File: config.mk
export PLATFORM = sky130hd
export DESIGN_NAME = epp_cycle_ctrl
export DESIGN_NICKNAME = d
export VERILOG_FILES = /design/src/rtl/epp_pkg.sv /design/src/rtl/epp_sync.sv /design/src/rtl/epp_wdog.sv /design/src/rtl/epp_core.sv /design/src/rtl/epp_cycle_ctrl.sv
export SDC_FILE = /design/constraint.sdc
export NUM_CORES = 1
export LEC_CHECK = 0
export BUFFER_PORTS_ARGS = -buffer_cell sky130_fd_sc_hd__buf_2
export CORE_ASPECT_RATIO = 1.25
export CORE_MARGIN = 5
export CORE_UTILIZATION = 36
export DETAILED_ROUTE_END_ITERATION = 7
export GPL_ROUTABILITY_DRIVEN = 0
export SLEW_MARGIN = 0
export SYNTH_ARGS = -nofsm -noshare
export SYNTH_HDL_FRONTEND = slang
export SYNTH_SLANG_ARGS = --single-unit
export TNS_END_PERCENT = 1
File: constraint.sdc
create_clock -name clk -period 3.7 [get_ports clk]
set_input_delay 0.185 -clock clk [delete_from_list [all_inputs] [get_ports clk]]
set_output_delay 0.185 -clock clk [all_outputs]
set_load 0.02 [all_outputs]
File: src/rtl/epp_pkg.sv
package epp_pkg;

    localparam int DW = 8;

    localparam logic [2:0] SEL_DATA  = 3'd0;
    localparam logic [2:0] SEL_STAT  = 3'd1;
    localparam logic [2:0] SEL_CTRL  = 3'd2;
    localparam logic [2:0] SEL_EADDR = 3'd3;
    localparam logic [2:0] SEL_EDATA = 3'd4;

    localparam int CB_STB  = 0;
    localparam int CB_AFD  = 1;
    localparam int CB_INIT = 2;
    localparam int CB_SLIN = 3;
    localparam int CB_DIR  = 5;

    typedef enum logic [2:0] {
        S_IDLE,
        S_WAIT_READY,
        S_STROBE,
        S_WAIT_DATA,
        S_TERMINATE,
        S_ABORT
    } epp_state_e;

    typedef struct packed {
        epp_state_e    st;
        logic          is_rd;
        logic          is_adr;
        logic          rd_p;
        logic          wr_p;
        logic [DW-1:0] data;
        logic [DW-1:0] ctrl;
        logic [DW-1:0] rdata;
        logic [DW-1:0] eout;
        logic          rdy;
        logic          tmo;
    } core_regs_t;

endpackage

File: src/rtl/epp_sync.sv
module epp_sync #(
    parameter int           N       = 3,
    parameter int           STAGES  = 2,
    parameter logic [N-1:0] RST_VAL = '1
) (
    input  logic         clk,
    input  logic         rst_n,
    input  logic [N-1:0] din,
    output logic [N-1:0] dout
);

    logic [N-1:0] stg_q [STAGES];

    for (genvar s = 0; s < STAGES; s++) begin : g_stage
        if (s == 0) begin : g_first
            always_ff @(posedge clk or negedge rst_n) begin
                if (!rst_n) stg_q[s] <= RST_VAL;
                else        stg_q[s] <= din;
            end
        end else begin : g_next
            always_ff @(posedge clk or negedge rst_n) begin
                if (!rst_n) stg_q[s] <= RST_VAL;
                else        stg_q[s] <= stg_q[s-1];
            end
        end
    end

    assign dout = stg_q[STAGES-1];

endmodule

File: src/rtl/epp_wdog.sv
module epp_wdog #(
    parameter int LIMIT = 2500
) (
    input  logic clk,
    input  logic rst_n,
    input  logic run,
    output logic expired
);

    localparam int CW = $clog2(LIMIT + 1);
    localparam logic [CW-1:0] LAST = CW'(LIMIT - 1);

    logic [CW-1:0] cnt_d, cnt_q;

    always_comb begin
        cnt_d = cnt_q;
        if (!run)              cnt_d = '0;
        else if (cnt_q != LAST) cnt_d = cnt_q + 1'b1;
    end

    always_ff @(posedge clk or negedge rst_n) begin
        if (!rst_n) cnt_q <= '0;
        else        cnt_q <= cnt_d;
    end

    assign expired = run && (cnt_q == LAST);

    p_cnt_bound_r6: assert property (@(posedge clk) disable iff (!rst_n)
        cnt_q <= LAST);

    p_cnt_clear_r6: assert property (@(posedge clk) disable iff (!rst_n)
        !run |=> cnt_q == '0);

endmodule

File: src/rtl/epp_core.sv
module epp_core
    import epp_pkg::*;
(
    input  logic          clk,
    input  logic          rst_n,
    input  logic          rd_s,
    input  logic          wr_s,
    input  logic          wait_s,
    input  logic [2:0]    sel,
    input  logic [DW-1:0] wdata,
    input  logic [DW-1:0] pd_in,
    input  logic          expired,
    output logic          run,
    output logic [DW-1:0] rdata,
    output logic          rdy,
    output logic [DW-1:0] pd_out,
    output logic          pd_oe,
    output logic          stb_n,
    output logic          afd_n,
    output logic          slin_n,
    output logic          init_n
);

    core_regs_t r_d, r_q;
    logic rd_rise, wr_rise, host_act;

    assign rd_rise  = rd_s && !r_q.rd_p;
    assign wr_rise  = wr_s && !r_q.wr_p;
    assign host_act = r_q.is_rd ? rd_s : wr_s;
    assign run      = (r_q.st == S_WAIT_READY) || (r_q.st == S_STROBE) ||
                      (r_q.st == S_WAIT_DATA);

    always_comb begin
        r_d      = r_q;
        r_d.rd_p = rd_s;
        r_d.wr_p = wr_s;
        unique case (r_q.st)
            S_IDLE: begin
                r_d.rdy = 1'b1;
                if (rd_rise) begin
                    unique case (sel)
                        SEL_EADDR, SEL_EDATA: begin
                            r_d.is_rd  = 1'b1;
                            r_d.is_adr = (sel == SEL_EADDR);
                            r_d.rdy    = 1'b0;
                            r_d.st     = S_WAIT_READY;
                        end
                        SEL_DATA: r_d.rdata = r_q.ctrl[CB_DIR] ? pd_in : r_q.data;
                        SEL_STAT: begin
                            r_d.rdata = {{(DW-1){1'b0}}, r_q.tmo};
                            r_d.tmo   = 1'b0;
                        end
                        SEL_CTRL: r_d.rdata = r_q.ctrl;
                        default:  r_d.rdata = '0;
                    endcase
                end else if (wr_rise) begin
                    unique case (sel)
                        SEL_EADDR, SEL_EDATA: begin
                            r_d.is_rd  = 1'b0;
                            r_d.is_adr = (sel == SEL_EADDR);
                            r_d.eout   = wdata;
                            r_d.rdy    = 1'b0;
                            r_d.st     = S_WAIT_READY;
                        end
                        SEL_DATA: r_d.data = wdata;
                        SEL_CTRL: r_d.ctrl = wdata;
                        default:  ;
                    endcase
                end
            end
            S_WAIT_READY: begin
                if (!host_act) begin
                    r_d.rdy = 1'b1;
                    r_d.st  = S_IDLE;
                end else if (!wait_s) begin
                    r_d.st = S_STROBE;
                end else if (expired) begin
                    r_d.st = S_ABORT;
                end
            end
            S_STROBE: begin
                if (!host_act) begin
                    r_d.rdy = 1'b1;
                    r_d.st  = S_IDLE;
                end else if (expired) begin
                    r_d.st = S_ABORT;
                end else begin
                    r_d.st = S_WAIT_DATA;
                end
            end
            S_WAIT_DATA: begin
                if (!host_act) begin
                    r_d.rdy = 1'b1;
                    r_d.st  = S_IDLE;
                end else if (wait_s) begin
                    r_d.rdy = 1'b1;
                    if (r_q.is_rd) r_d.rdata = pd_in;
                    r_d.st = S_TERMINATE;
                end else if (expired) begin
                    r_d.st = S_ABORT;
                end
            end
            S_TERMINATE, S_ABORT: begin
                if (!host_act) r_d.st = S_IDLE;
            end
            default: r_d.st = S_IDLE;
        endcase
        if (r_d.st == S_ABORT && r_q.st != S_ABORT) begin
            r_d.tmo = 1'b1;
            r_d.rdy = 1'b1;
            if (r_q.is_rd) r_d.rdata = '1;
        end
    end

    always_ff @(posedge clk or negedge rst_n) begin
        if (!rst_n) begin
            r_q      <= '0;
            r_q.st   <= S_IDLE;
            r_q.rdy  <= 1'b1;
            r_q.rd_p <= 1'b0;
            r_q.wr_p <= 1'b0;
        end else begin
            r_q <= r_d;
        end
    end

    always_comb begin
        init_n = ~r_q.ctrl[CB_INIT];
        stb_n  = ~r_q.ctrl[CB_STB];
        afd_n  = ~r_q.ctrl[CB_AFD];
        slin_n = ~r_q.ctrl[CB_SLIN];
        pd_oe  = ~r_q.ctrl[CB_DIR];
        pd_out = r_q.data;
        if (r_q.st == S_STROBE || r_q.st == S_WAIT_DATA ||
            r_q.st == S_TERMINATE || r_q.st == S_ABORT) begin
            stb_n  = r_q.is_rd;
            afd_n  = 1'b1;
            slin_n = 1'b1;
            pd_oe  = ~r_q.is_rd;
            pd_out = r_q.eout;
            if (r_q.st == S_WAIT_DATA || (r_q.st == S_TERMINATE && !r_q.is_rd)) begin
                if (r_q.is_adr) slin_n = 1'b0;
                else            afd_n  = 1'b0;
            end
        end
    end

    assign rdata = r_q.rdata;
    assign rdy   = r_q.rdy;

    p_idle_ready_r2: assert property (@(posedge clk) disable iff (!rst_n)
        r_q.st == S_IDLE |-> rdy);

    p_hold_wait_r3: assert property (@(posedge clk) disable iff (!rst_n)
        (r_q.st == S_WAIT_READY && wait_s) |=> r_q.st != S_STROBE);

    p_one_strobe_r4: assert property (@(posedge clk) disable iff (!rst_n)
        r_q.st != S_IDLE |-> (afd_n || slin_n));

    p_read_float_r4: assert property (@(posedge clk) disable iff (!rst_n)
        (r_q.is_rd && (r_q.st == S_STROBE || r_q.st == S_WAIT_DATA)) |-> !pd_oe);

    p_read_done_r4: assert property (@(posedge clk) disable iff (!rst_n)
        (r_q.st == S_WAIT_DATA && r_q.is_rd && rd_s && wait_s)
        |=> (rdy && afd_n && slin_n));

    p_write_hold_r5: assert property (@(posedge clk) disable iff (!rst_n)
        (r_q.st == S_TERMINATE && !r_q.is_rd) |-> (!afd_n || !slin_n) && !stb_n);

    p_abort_flag_r6: assert property (@(posedge clk) disable iff (!rst_n)
        r_q.st == S_ABORT |-> (r_q.tmo && rdy && afd_n && slin_n));

    p_coincide_r11: assert property (@(posedge clk) disable iff (!rst_n)
        (r_q.st == S_WAIT_DATA && host_act && wait_s && expired)
        |=> r_q.st == S_TERMINATE);

endmodule

File: src/rtl/epp_cycle_ctrl.sv
module epp_cycle_ctrl #(
    parameter int CLK_KHZ     = 250000,
    parameter int TMO_US      = 10,
    parameter int SYNC_STAGES = 2
) (
    input  logic       clk,
    input  logic       rst_n,
    input  logic       host_rd_n,
    input  logic       host_wr_n,
    input  logic [2:0] host_sel,
    input  logic [7:0] host_wdata,
    output logic [7:0] host_rdata,
    output logic       host_rdy,
    input  logic [7:0] pd_in,
    output logic [7:0] pd_out,
    output logic       pd_oe,
    input  logic       pp_wait_n,
    output logic       pp_stb_n,
    output logic       pp_afd_n,
    output logic       pp_slin_n,
    output logic       pp_init_n
);

    localparam int TMO_CYC = (CLK_KHZ * TMO_US) / 1000;

    logic [2:0] raw_n, syn_n;
    logic       run, expired;

    assign raw_n = {pp_wait_n, host_wr_n, host_rd_n};

    epp_sync #(.N(3), .STAGES(SYNC_STAGES), .RST_VAL(3'b111)) u_sync (
        .clk  (clk),
        .rst_n(rst_n),
        .din  (raw_n),
        .dout (syn_n)
    );

    epp_wdog #(.LIMIT(TMO_CYC)) u_wdog (
        .clk    (clk),
        .rst_n  (rst_n),
        .run    (run),
        .expired(expired)
    );

    epp_core u_core (
        .clk    (clk),
        .rst_n  (rst_n),
        .rd_s   (~syn_n[0]),
        .wr_s   (~syn_n[1]),
        .wait_s (syn_n[2]),
        .sel    (host_sel),
        .wdata  (host_wdata),
        .pd_in  (pd_in),
        .expired(expired),
        .run    (run),
        .rdata  (host_rdata),
        .rdy    (host_rdy),
        .pd_out (pd_out),
        .pd_oe  (pd_oe),
        .stb_n  (pp_stb_n),
        .afd_n  (pp_afd_n),
        .slin_n (pp_slin_n),
        .init_n (pp_init_n)
    );

endmodule

Word-level counts from Yosys, hierarchy flattened
Cells that the tools add are included.
W data, S select, Z words.
{"block": "totals", "ff_bits": 59, "output_inout_bits": 22, "inputBits": 24}
{"block": "classes", "add_sub_neg": 1, "n_bitwise": 9, "n_reduce_logical": 30, "n_eq_ne": 18, "muxes": 46}
{"cell": "$mux W8", "n": 8}
{"cell": "$pmux W8 S4", "n": 1}
{"cell": "$mux W12", "n": 2}
{"cell": "$mux W3", "n": 8}
{"cell": "$mux W5", "n": 4}
{"cell": "$mux W1", "n": 19}
{"cell": "$pmux W8 S2", "n": 1}
{"cell": "$reduce_and A4 Y1", "n": 4}
{"cell": "$pmux W3 S5", "n": 1}
{"cell": "$add A12 B1 Y12 const B", "n": 1}
{"cell": "$eq A12 B12 Y1 const B", "n": 1}
{"cell": "$eq A3 B2 Y1 const B", "n": 4}
{"cell": "$eq A3 B3 Y1 const B", "n": 4}
{"cell": "$ne A12 B12 Y1 const B", "n": 1}
{"cell": "$not A1 Y1", "n": 9}
{"cell": "$reduce_bool A2 Y1", "n": 4}
{"cell": "$eq A3 B1 Y1 const B", "n": 2}
{"cell": "$logic_not A3 Y1", "n": 2}
{"cell": "$logic_or A1 B1 Y1", "n": 6}
{"cell": "$ne A2 B2 Y1 const B", "n": 3}
{"cell": "$ne A3 B3 Y1 const B", "n": 2}
{"cell": "$reduce_and A3 Y1", "n": 2}
{"cell": "$reduce_or A2 Y1", "n": 3}
{"cell": "$logic_and A1 B1 Y1", "n": 5}
{"cell": "5 further kinds", "n": 7}

Longest topological paths before layout
Gate-level depths: netlist of the first run.
{"block": "logic_depth", "depth_word": 12, "depth_mapped": 8, "ltp_nobuf": 7}

Modules after synthesis
Synthesis of the first run repeated with hierarchy kept, for this count alone.
{"block": "hier_totals", "hier_cells": 299, "area_unflattened_um2": 3161.8}
{"module": "epp_core", "area_each_um2": 2343.5, "n_inst": 1, "seq_area_each_um2": 1027.2, "cells_per_inst": 225}
{"module": "epp_wdog", "area_each_um2": 630.6, "n_inst": 1, "seq_area_each_um2": 300.3, "cells_per_inst": 63}
{"module": "epp_sync", "area_each_um2": 180.2, "n_inst": 1, "seq_area_each_um2": 157.7, "cells_per_inst": 9}
{"module": "epp_cycle_ctrl", "area_each_um2": 7.5, "n_inst": 1, "seq_area_each_um2": 0.0, "cells_per_inst": 2}

Worst setup path before layout of the first run
OpenSTA, ideal clock, no wires.
{"block": "synth_path", "kind": "reg-to-reg", "startpoint": "reg u_core.r_q[40] (netlist bit)", "endpoint": "reg u_core.r_q[2] (netlist bit)", "stages_incl_launch_ff": 7, "slack_ps": 1580, "t_arrival_ps": 1995, "setup_time_ps": 125, "period_less_slack_ps": 2120, "cell_sequence": "dfrtp_1 buf_6 or3_4 or4_4 or2_1 buf_6 mux2_4"}
{"block": "synth_via", "elab_chain_len": 2}
{"element": "start: declaration", "line_no": "epp_core.sv:24", "source": "core_regs_t r_d, r_q;"}
{"element": "start signal: assignment", "line_no": "epp_core.sv:123", "source": "r_q <= r_d;"}
{"element": "$logic_not A3 Y1", "line_no": "epp_core.sv:37", "source": "unique case (r_q.st)"}
{"element": "$reduce_and A4 Y1 (no source line)"}
No other way between the ends.
A chain may end at the register's enable or synchronous reset.

Worst setup path after layout of the first run
{"block": "layout_path", "startpoint": "reg u_core.r_q[39] (netlist bit)", "endpoint": "out pp_afd_n"}
{"block": "layout_via", "elab_chain_len": 5}
{"element": "$eq A3 B3 Y1, or another cell as far along", "line_no": "epp_core.sv:135, epp_core.sv:141"}
{"element": "$logic_and A1 B1 Y1 or $logic_or A1 B1 Y1 (tied branches)", "line_no": "epp_core.sv:141, epp_core.sv:134"}
{"element": "$logic_or A1 B1 Y1, on equally long branches", "line_no": "epp_core.sv:141, epp_core.sv:134"}
{"element": "$mux W1 or $logic_or A1 B1 Y1 (tied branches)", "line_no": "epp_core.sv:141, epp_core.sv:135"}
{"element": "$mux W1 *", "line_no": "epp_core.sv:134", "source": "if (r_q.st == S_STROBE || r_q.st == S_WAIT_DATA ||"}
{"element": "end: declaration", "line_no": "epp_cycle_ctrl.sv:19", "source": "output logic pp_afd_n,"}
Every way passes the cells marked *; elsewhere a longest branch is shown, timed or not.

==> results by group, run 1 <==
Clocking
  – CTS sink cnt: 59
  – Root Driver: clkbuf_8
  – H-tree depth: 3
  – Num CTS Buffers: 9
  – Hold_buf cts: 4
  – Post-CTS sizing: 0
  – CTS tree: yes
  – Post-CTS Setup Inserts: 0
  – CTS Buffer Depth: 2
  – CTS clk-pin slew, worst paths: about 0.070 ns
  – Clk_lat worst skew: around 0.34 ns

Global route
  – Vias in the first global route: 2327
  – GRT overflow: 0
  – Total Routing Usage GR: between 10 and 15%
  – Global-route wire length before repair: 11700 um
  – Initial antenna violation count: 0
  – Largest net degree at the start of global routing: 38

Setup path
  – CP top delay family: adder cells
  – Worst R2R Setup Slack: about 1.4 ns
  – CP Class: register to output pin
  – Critical Path Start: u_core.r_q[39]
  – Worst path arrival time: between 2 and 2.5 ns
  – Reg2reg path depth: 4
  – Critical Path Source Type: register
  – CP Capture Type: output pin
  – CP max FO: 14
  – Crit path buf inv count: 2
  – Crit-path slowest cell: ha_1
  – Crit-path cells: inv_1 -> ha_1 -> a21oi_1 -> a22oi_1 -> buf_2
  – Worst Path Required: 3.51 ns
  – Reg2reg start: u_core.r_q[40]
  – Reg2Reg Capture Point: u_core.r_q[7]
  – Max incr delay on CP: roughly 0.66 ns

Detailed routing
  – Antenna Nets Post-Route: 0
  – Wirelength, routed: 7120 um
  – Via count: 2252
  – Drt first pass iters: 5
  – Routed length per instance: roughly 17 um
  – DRC: 0
  – Vias/cell: 5.29
  – Initial DRC Count: 132

Logic synthesis
  – Synth cell types: 50
  – EDFF count, synth: 0
  – Yosys top cell area share: a little over two fifths
  – Synth area leader: dfrtp_1
  – Ys flop type: dfrtp_1
  – Synth Area per Inst: 11.3 um2
  – Synth top area cells: dfrtp_1 42%, mux2_2 12%, dfstp_2 5.9%, mux2_4 3.9%, mux2i_1 2.9%
  – Sequential share of the synthesized area: 47.6%
  – FF+latch count, synth: 59
  – Mapped Cells: approximately 280
  – Asr flop ratio synth: 100%
  – Syn_nets: around 310
  – Syn. warnings: 0
  – Post-Syn Area: a little over 3000 um2

STA
  – Slew HR: approximately half
  – # setup viols final: 0
  – RSZ-0062 raised after global routing: no
  – Setup TNS: 0 ns
  – Tmin final: around 2.4 ns
  – Fin crit share: between 60% and 70%
  – Setup Skew: approximately 0.011 ns
  – Slew Limit Fails: 0
  – Fmax: ~0.41 GHz
  – Slew @ Worst Pin: 0.731 ns
  – Endpoints failing hold: 0

Floorplanning
  – Chip width: 93.3 um
  – Die area: between 10000 and 15000 um2
  – IO Count: 46
  – Initial Utilization: a little over a third
  – Chip height: ~110 um
  – Std-Cell Rows: 38
  – Core Box Area: ~8600 um2

Flow run
  – Max cap viols: 0

Min path
  – Hold path cells: 2
  – WHS Endpoint: u_core.r_q[2]
  – Hold_sp: host_wdata[0]
  – Hold WC Path Type: input pin to register

Placed design
  – Dpl hpwl: 5250 um
  – PortBufs: 45
  – Placed Area: 3380 um2

Cells and area
  – Area grow syn2layout: 16.0%
  – Antenna cell count: 0
  – Layout cells sized above 1: 36.8%
  – Nets: 349
  – Final Cell Area: 3620 um2

Run status
  – Status: completed

Pwr
  – Leak pwr: 1.73 nW
  – Worst vdd ir: between 0.15 and 0.2 mV
  – P per Cell Area: between 500 and 600 nW/um2
-- cell usage after synthesis (all sizes together) (2+ instances only) --
library cell	count
dfstp	7
buf	11
and3	2
mux2	40
mux2i	9
or4	2
o22ai	4
o41ai	2
clkbuf	8
nand2	22
and2	2
nor4b	2
nor3	3
nand3b	2
xnor2	3
and4	2
o21ai	14
nor2	20
nand4	2
ha	4
or2	2
nand3	10
a21oi	7
nor4bb	2
xor2	7
a222oi	7
a221oi	3
nor2b	5
dfrtp	52
inv	8
a22oi	2
nor3b	2
-- sequential cells by signal, indices dropped and copies added, names as in the netlist --
name and count:
u_core.rdy 1, u_core.rdata 8, u_sync.dout 3, u_sync.stg_q 3, u_wdog.cnt_q 12, u_core.r_q 32
-- worst register-to-register path, cell delays in order, from the launching register on --
cell and delay, ns:
dfrtp_1 0.54, or3_4 0.41, or4_4 0.49, or2_1 0.42, mux2_4 0.37
-- placed cells by master, fill, tap and decap left out, drive strengths merged, types with 3 or more instances in the layout --
| cell | Yosys | routed |
|---|---|---|
| ha | 4 | 4 |
| o22ai | 4 | 4 |
| a222oi | 7 | 7 |
| a221oi | 3 | 3 |
| inv | 8 | 8 |
| nor2b | 5 | 5 |
| nand2 | 22 | 22 |
| mux2i | 9 | 9 |
| mux2 | 40 | 40 |
| nor3 | 3 | 3 |
| xnor2 | 3 | 3 |
| clkinv | 0 | 4 |
| buf | 11 | 48 |
| dfstp | 7 | 7 |
| xor2 | 7 | 7 |
| nor2 | 20 | 20 |
| nand3 | 10 | 10 |
| dfrtp | 52 | 52 |
| o21ai | 14 | 14 |
| a21oi | 7 | 7 |
| clkbuf | 8 | 10 |
| dlygate4sd3 | 0 | 4 |
-- area by class of cell --
cell class / instances / area (um2)
Multi-Input combinational cell: 191 / 1490
Timing Repair Buffer: 52 / 288
Fill cell: 827 / 4940
Inverter: 8 / 30.0
Clock inverter: 6 / 65.1
Sequential cell: 59 / 1490
Clock buffer: 10 / 138
Tap cell: 100 / 125
-- routing by layer --
layer / GRT usage (%) / wire (um) / vias to the layer above
met2: 24.9 / 3660 / 58
li1: - / - / 1088
met4: 5.57 / 115 / 0
met3: 3.29 / 395 / 9
met1: 16.5 / 2960 / 1097
met5: 0 / 0 / -
-- cell families (layout without fill, tap and decap cells) --
kind of cell               count (synthesis)  after routing  synth area share (%)
adders and majority gates                  4              4                  1.60
xor gates and xnor gates                  10             10                  2.81
and+or+nand+nor                           85             85                  15.0
buffers and inverters                     27             76                  4.69
DFF                                       59             59                  47.6
AOI/OAI and AO/OA                         43             43                  10.0
muxes                                     49             49                  18.3
-- power by group --
| group | switching [mW] | internal (mW) | total (mW) |
|---|---|---|---|
| combinational | 0.296 | 0.290 | 0.585 |
| clock | 0.267 | 0.329 | 0.596 |
| sequential | 0.125 | 0.775 | 0.900 |
-- metrics by stage --
stage / power [mW] / utilization, % / hold slack, ns / setup slack (ns) / std cells
5_1_grt: 2.20 / 42.3 / 0.0921 / 1.07 / 426
4_1_cts: 2.11 / 42.3 / 0.0877 / 1.24 / 426
3_3_place_gp: 1.49 / 39.4 / 0.180 / 1.41 / 406
3_5_place_dp: 1.50 / 39.4 / 0.189 / 1.37 / 406
2_1_floorplan: 1.33 / - / -0.111 / 1.58 / 277
6_report: 2.08 / 42.3 / 0.105 / 1.26 / 426
-- how the worst max path moves through the flow --
stage / end / slack, ns / depth (start not counted)
floorplan: u_core.r_q[2] / 1.58 / 6
global placement: u_core.r_q[3] / 1.41 / 4
detailed placement: u_core.r_q[8] / 1.37 / 4
CTS: pp_slin_n / 1.24 / 5
global route: pp_slin_n / 1.07 / 5
finish: pp_afd_n / 1.26 / 5
Note: power is estimated with default switching activity, not from simulation.
==> run 2, diff against run 1 <==
clock period = 2.5 ns   (was 3.7 ns; I/O delays follow)
==> run 2 against run 1 <==
Effect of this change: final cell count increased by 1.4%; worst hold slack got worse by 0.072 ns; power increased by 49%; critical path depth increased by 1; sequential cell count unchanged; global-route usage increased by 0.57 points; non-clock buffer count increased by 6; combinational power increased by 53%; clock-buffer cell count decreased by 1; via count increased by 3.3%; first-iteration DRC count decreased by 27%; utilization increased by 0.50 points; largest cell class unchanged.
==> results by group, run 2 (synthesis gave the netlist of run 1 again) <==
Run status
  – Status: completed (unchanged)

Detailed routing
  – Drt first pass iters: 4 (was 5)
  – Wirelength, routed: 7330 um (was 7120 um)
  – Via count: 2327 (was 2252)
  – Routed length per instance: 17.0 um (was 16.7 um)
  – Antenna Nets Post-Route: 0 (unchanged)
  – Vias/cell: 5.39 (was 5.29)
  – Initial DRC Count: 96 (was 132)
  – DRC: 0 (unchanged)

STA
  – Setup TNS: 0 ns (unchanged)
  – Endpoints failing hold: 0 (unchanged)
  – Fmax: 0.436 GHz
  – Slew Limit Fails: 0 (unchanged)
  – Slew @ Worst Pin: 0.781 ns (was 0.731 ns)
  – # setup viols final: 0 (unchanged)
  – Slew HR: 47.9% (was 50.8%)
  – Fin crit share: about 90%
  – RSZ-0062 raised after global routing: no (unchanged)
  – Setup Skew: 0.0122 ns (was 0.0108 ns)
  – Tmin final: around 2.3 ns

Clocking
  – Clk_lat worst skew: 0.35 ns (was 0.34 ns)
  – CTS sink cnt: 59 (unchanged)
  – Post-CTS sizing: 0 (unchanged)
  – CTS Buffer Depth: 2 (unchanged)
  – CTS tree: yes (unchanged)
  – CTS clk-pin slew, worst paths: 0.07 ns (about the same)
  – H-tree depth: 3 (unchanged)
  – Num CTS Buffers: 9 (unchanged)
  – Root Driver: clkbuf_8 (unchanged)

Placed design
  – Placed Instances: 412 (was 406)
  – PortBufs: 45 (unchanged)
  – Dpl hpwl: 5370 um (was 5250 um)

Pwr
  – P per Cell Area: 846 nW/um2 (was 575 nW/um2)
  – Leak pwr: 1.75 nW (was 1.73 nW)
  – Worst vdd ir: 0.304 mV (was 0.185 mV)

Global route
  – Largest net degree at the start of global routing: 35 (was 38)
  – Global-route wire length before repair: 12000 um (was 11700 um)
  – Vias in the first global route: 2362 (was 2327)
  – GRT overflow: 0 (unchanged)
  – Total Routing Usage GR: 14.7% (was 14.1%)
  – Initial antenna violation count: 0 (unchanged)

Cells and area
  – Nets: 355 (was 349)
  – Commonest non-fill, non-tap cell in the layout: dfrtp_1 (unchanged)
  – Top reg by flops: u_core.r_q (unchanged)
  – Commonest non-fill, non-tap cells in the layout: 52 x dfrtp_1, 45 x buf_2, 32 x mux2_2, 20 x nand2_1, 19 x nor2_1 (unchanged)
  – Max FFs per register: 32 (unchanged)
  – Layout cells sized above 1: 38.0% (was 36.8%)
  – Non-filler instance count after layout: 432 (was 426)
  – Antenna cell count: 0 (unchanged)
  – Area grow syn2layout: 17.4% (was 16.0%)

Floorplanning
  – Chip width: 93.3 um (unchanged)
  – Std-Cell Rows: 38 (unchanged)
  – Chip height: 114 um (unchanged)
  – Core Box Area: 8560 um2 (unchanged)
  – IO Count: 46 (unchanged)
  – Initial Utilization: 36.4% (unchanged)
  – Die area: 10600 um2 (unchanged)

Setup path
  – Reg2reg start: u_wdog.cnt_q[0] (was u_core.r_q[40])
  – Worst Path Required: 2.38 ns (was 3.51 ns)
  – Worst path arrival time: 2.17 ns (was 2.25 ns)
  – CP Class: register to output pin (unchanged)
  – Critical Path Source Type: register (unchanged)
  – CP max FO: 14 (unchanged)
  – Critical Path Start: u_core.r_q[39] (unchanged)
  – CP Capture Type: output pin (unchanged)

Flow run
  – Max cap viols: 0 (unchanged)

Min path
  – Hold_sp: pd_in[5] (was host_wdata[0])
  – Hold WC Path Type: input pin to register (unchanged)
## run 2: changes by cell type in the layout (fill, tap and decap cells not counted)
| cell | previous run | this run |
|---|---|---|
| inv_6 | 0 | 2 |
| clkinv_4 | 2 | 1 |
| clkinvlp_4 | 1 | 2 |
| buf_4 | 3 | 9 |
| clkinv_2 | 2 | 1 |
| clkbuf_8 | 10 | 9 |
## run 2: critical path: stages, from the launching register on
cell and delay (ns):
dfrtp_1 0.35, buf_4 0.19, inv_1 0.06, ha_1 0.66, a21oi_1 0.14, a22oi_1 0.23, buf_2 0.21
## run 2: power by group
| part | internal, mW | switching [mW] |
|---|---|---|
| Clock | 0.466 | 0.414 |
| Sequential | 1.15 | 0.176 |
| Combinational | 0.439 | 0.457 |
## run 2: area by class of cell
type / instances / area [um2]
clock inverter: 7 / 76.3
clock buffer: 9 / 124
timing repair buffer: 58 / 333
fill: 823 / 4900
tap: 100 / 125
inverter: 8 / 30.0
sequential: 59 / 1490
multi-input combinational: 191 / 1490
## run 2: final timing paths
path	to	slack [ns]	cells after the start
min reg2reg	u_sync.dout[0]	0.35	0
max	pp_afd_n	0.21	6
min	u_core.rdata[5]	0.03	3
max reg2reg	u_core.rdata[6]	0.28	6
min in group asynchronous	u_core.rdata[2]	0.40	2
max in group asynchronous	u_wdog.cnt_q[6]	1.40	3
## run 2: metal layers
metal / global-route usage (%) / part of all wire [%] / up-vias / routed length [um]
li1: - / - / 1103 / -
met1: 17.9 / 41 / 1145 / 2980
met2: 24.9 / 51 / 68 / 3770
met3: 3.62 / 6.2 / 11 / 455
met4: 5.96 / 1.6 / 0 / 116
met5: 0 / 0 / - / 0
## run 2: through the flow
step,cell area (um2),hold WS [ns],total power [mW],utilization (%),worst slack [ns]
after floorplan,3120,-0.171,1.96,-,0.380
after global routing,3660,0.0263,3.28,42.8,0.0333
after CTS,3660,0.0272,3.14,42.8,0.206
final,3660,0.0332,3.10,42.8,0.208
after detailed placement,3420,0.232,2.24,40.0,0.290
after global placement,3420,0.231,2.22,40.0,0.316
## run 2: timing repair
action	CTS	global route
hold endpoints to repair	28	0
hold buffers	4	0
setup buffers	0	0
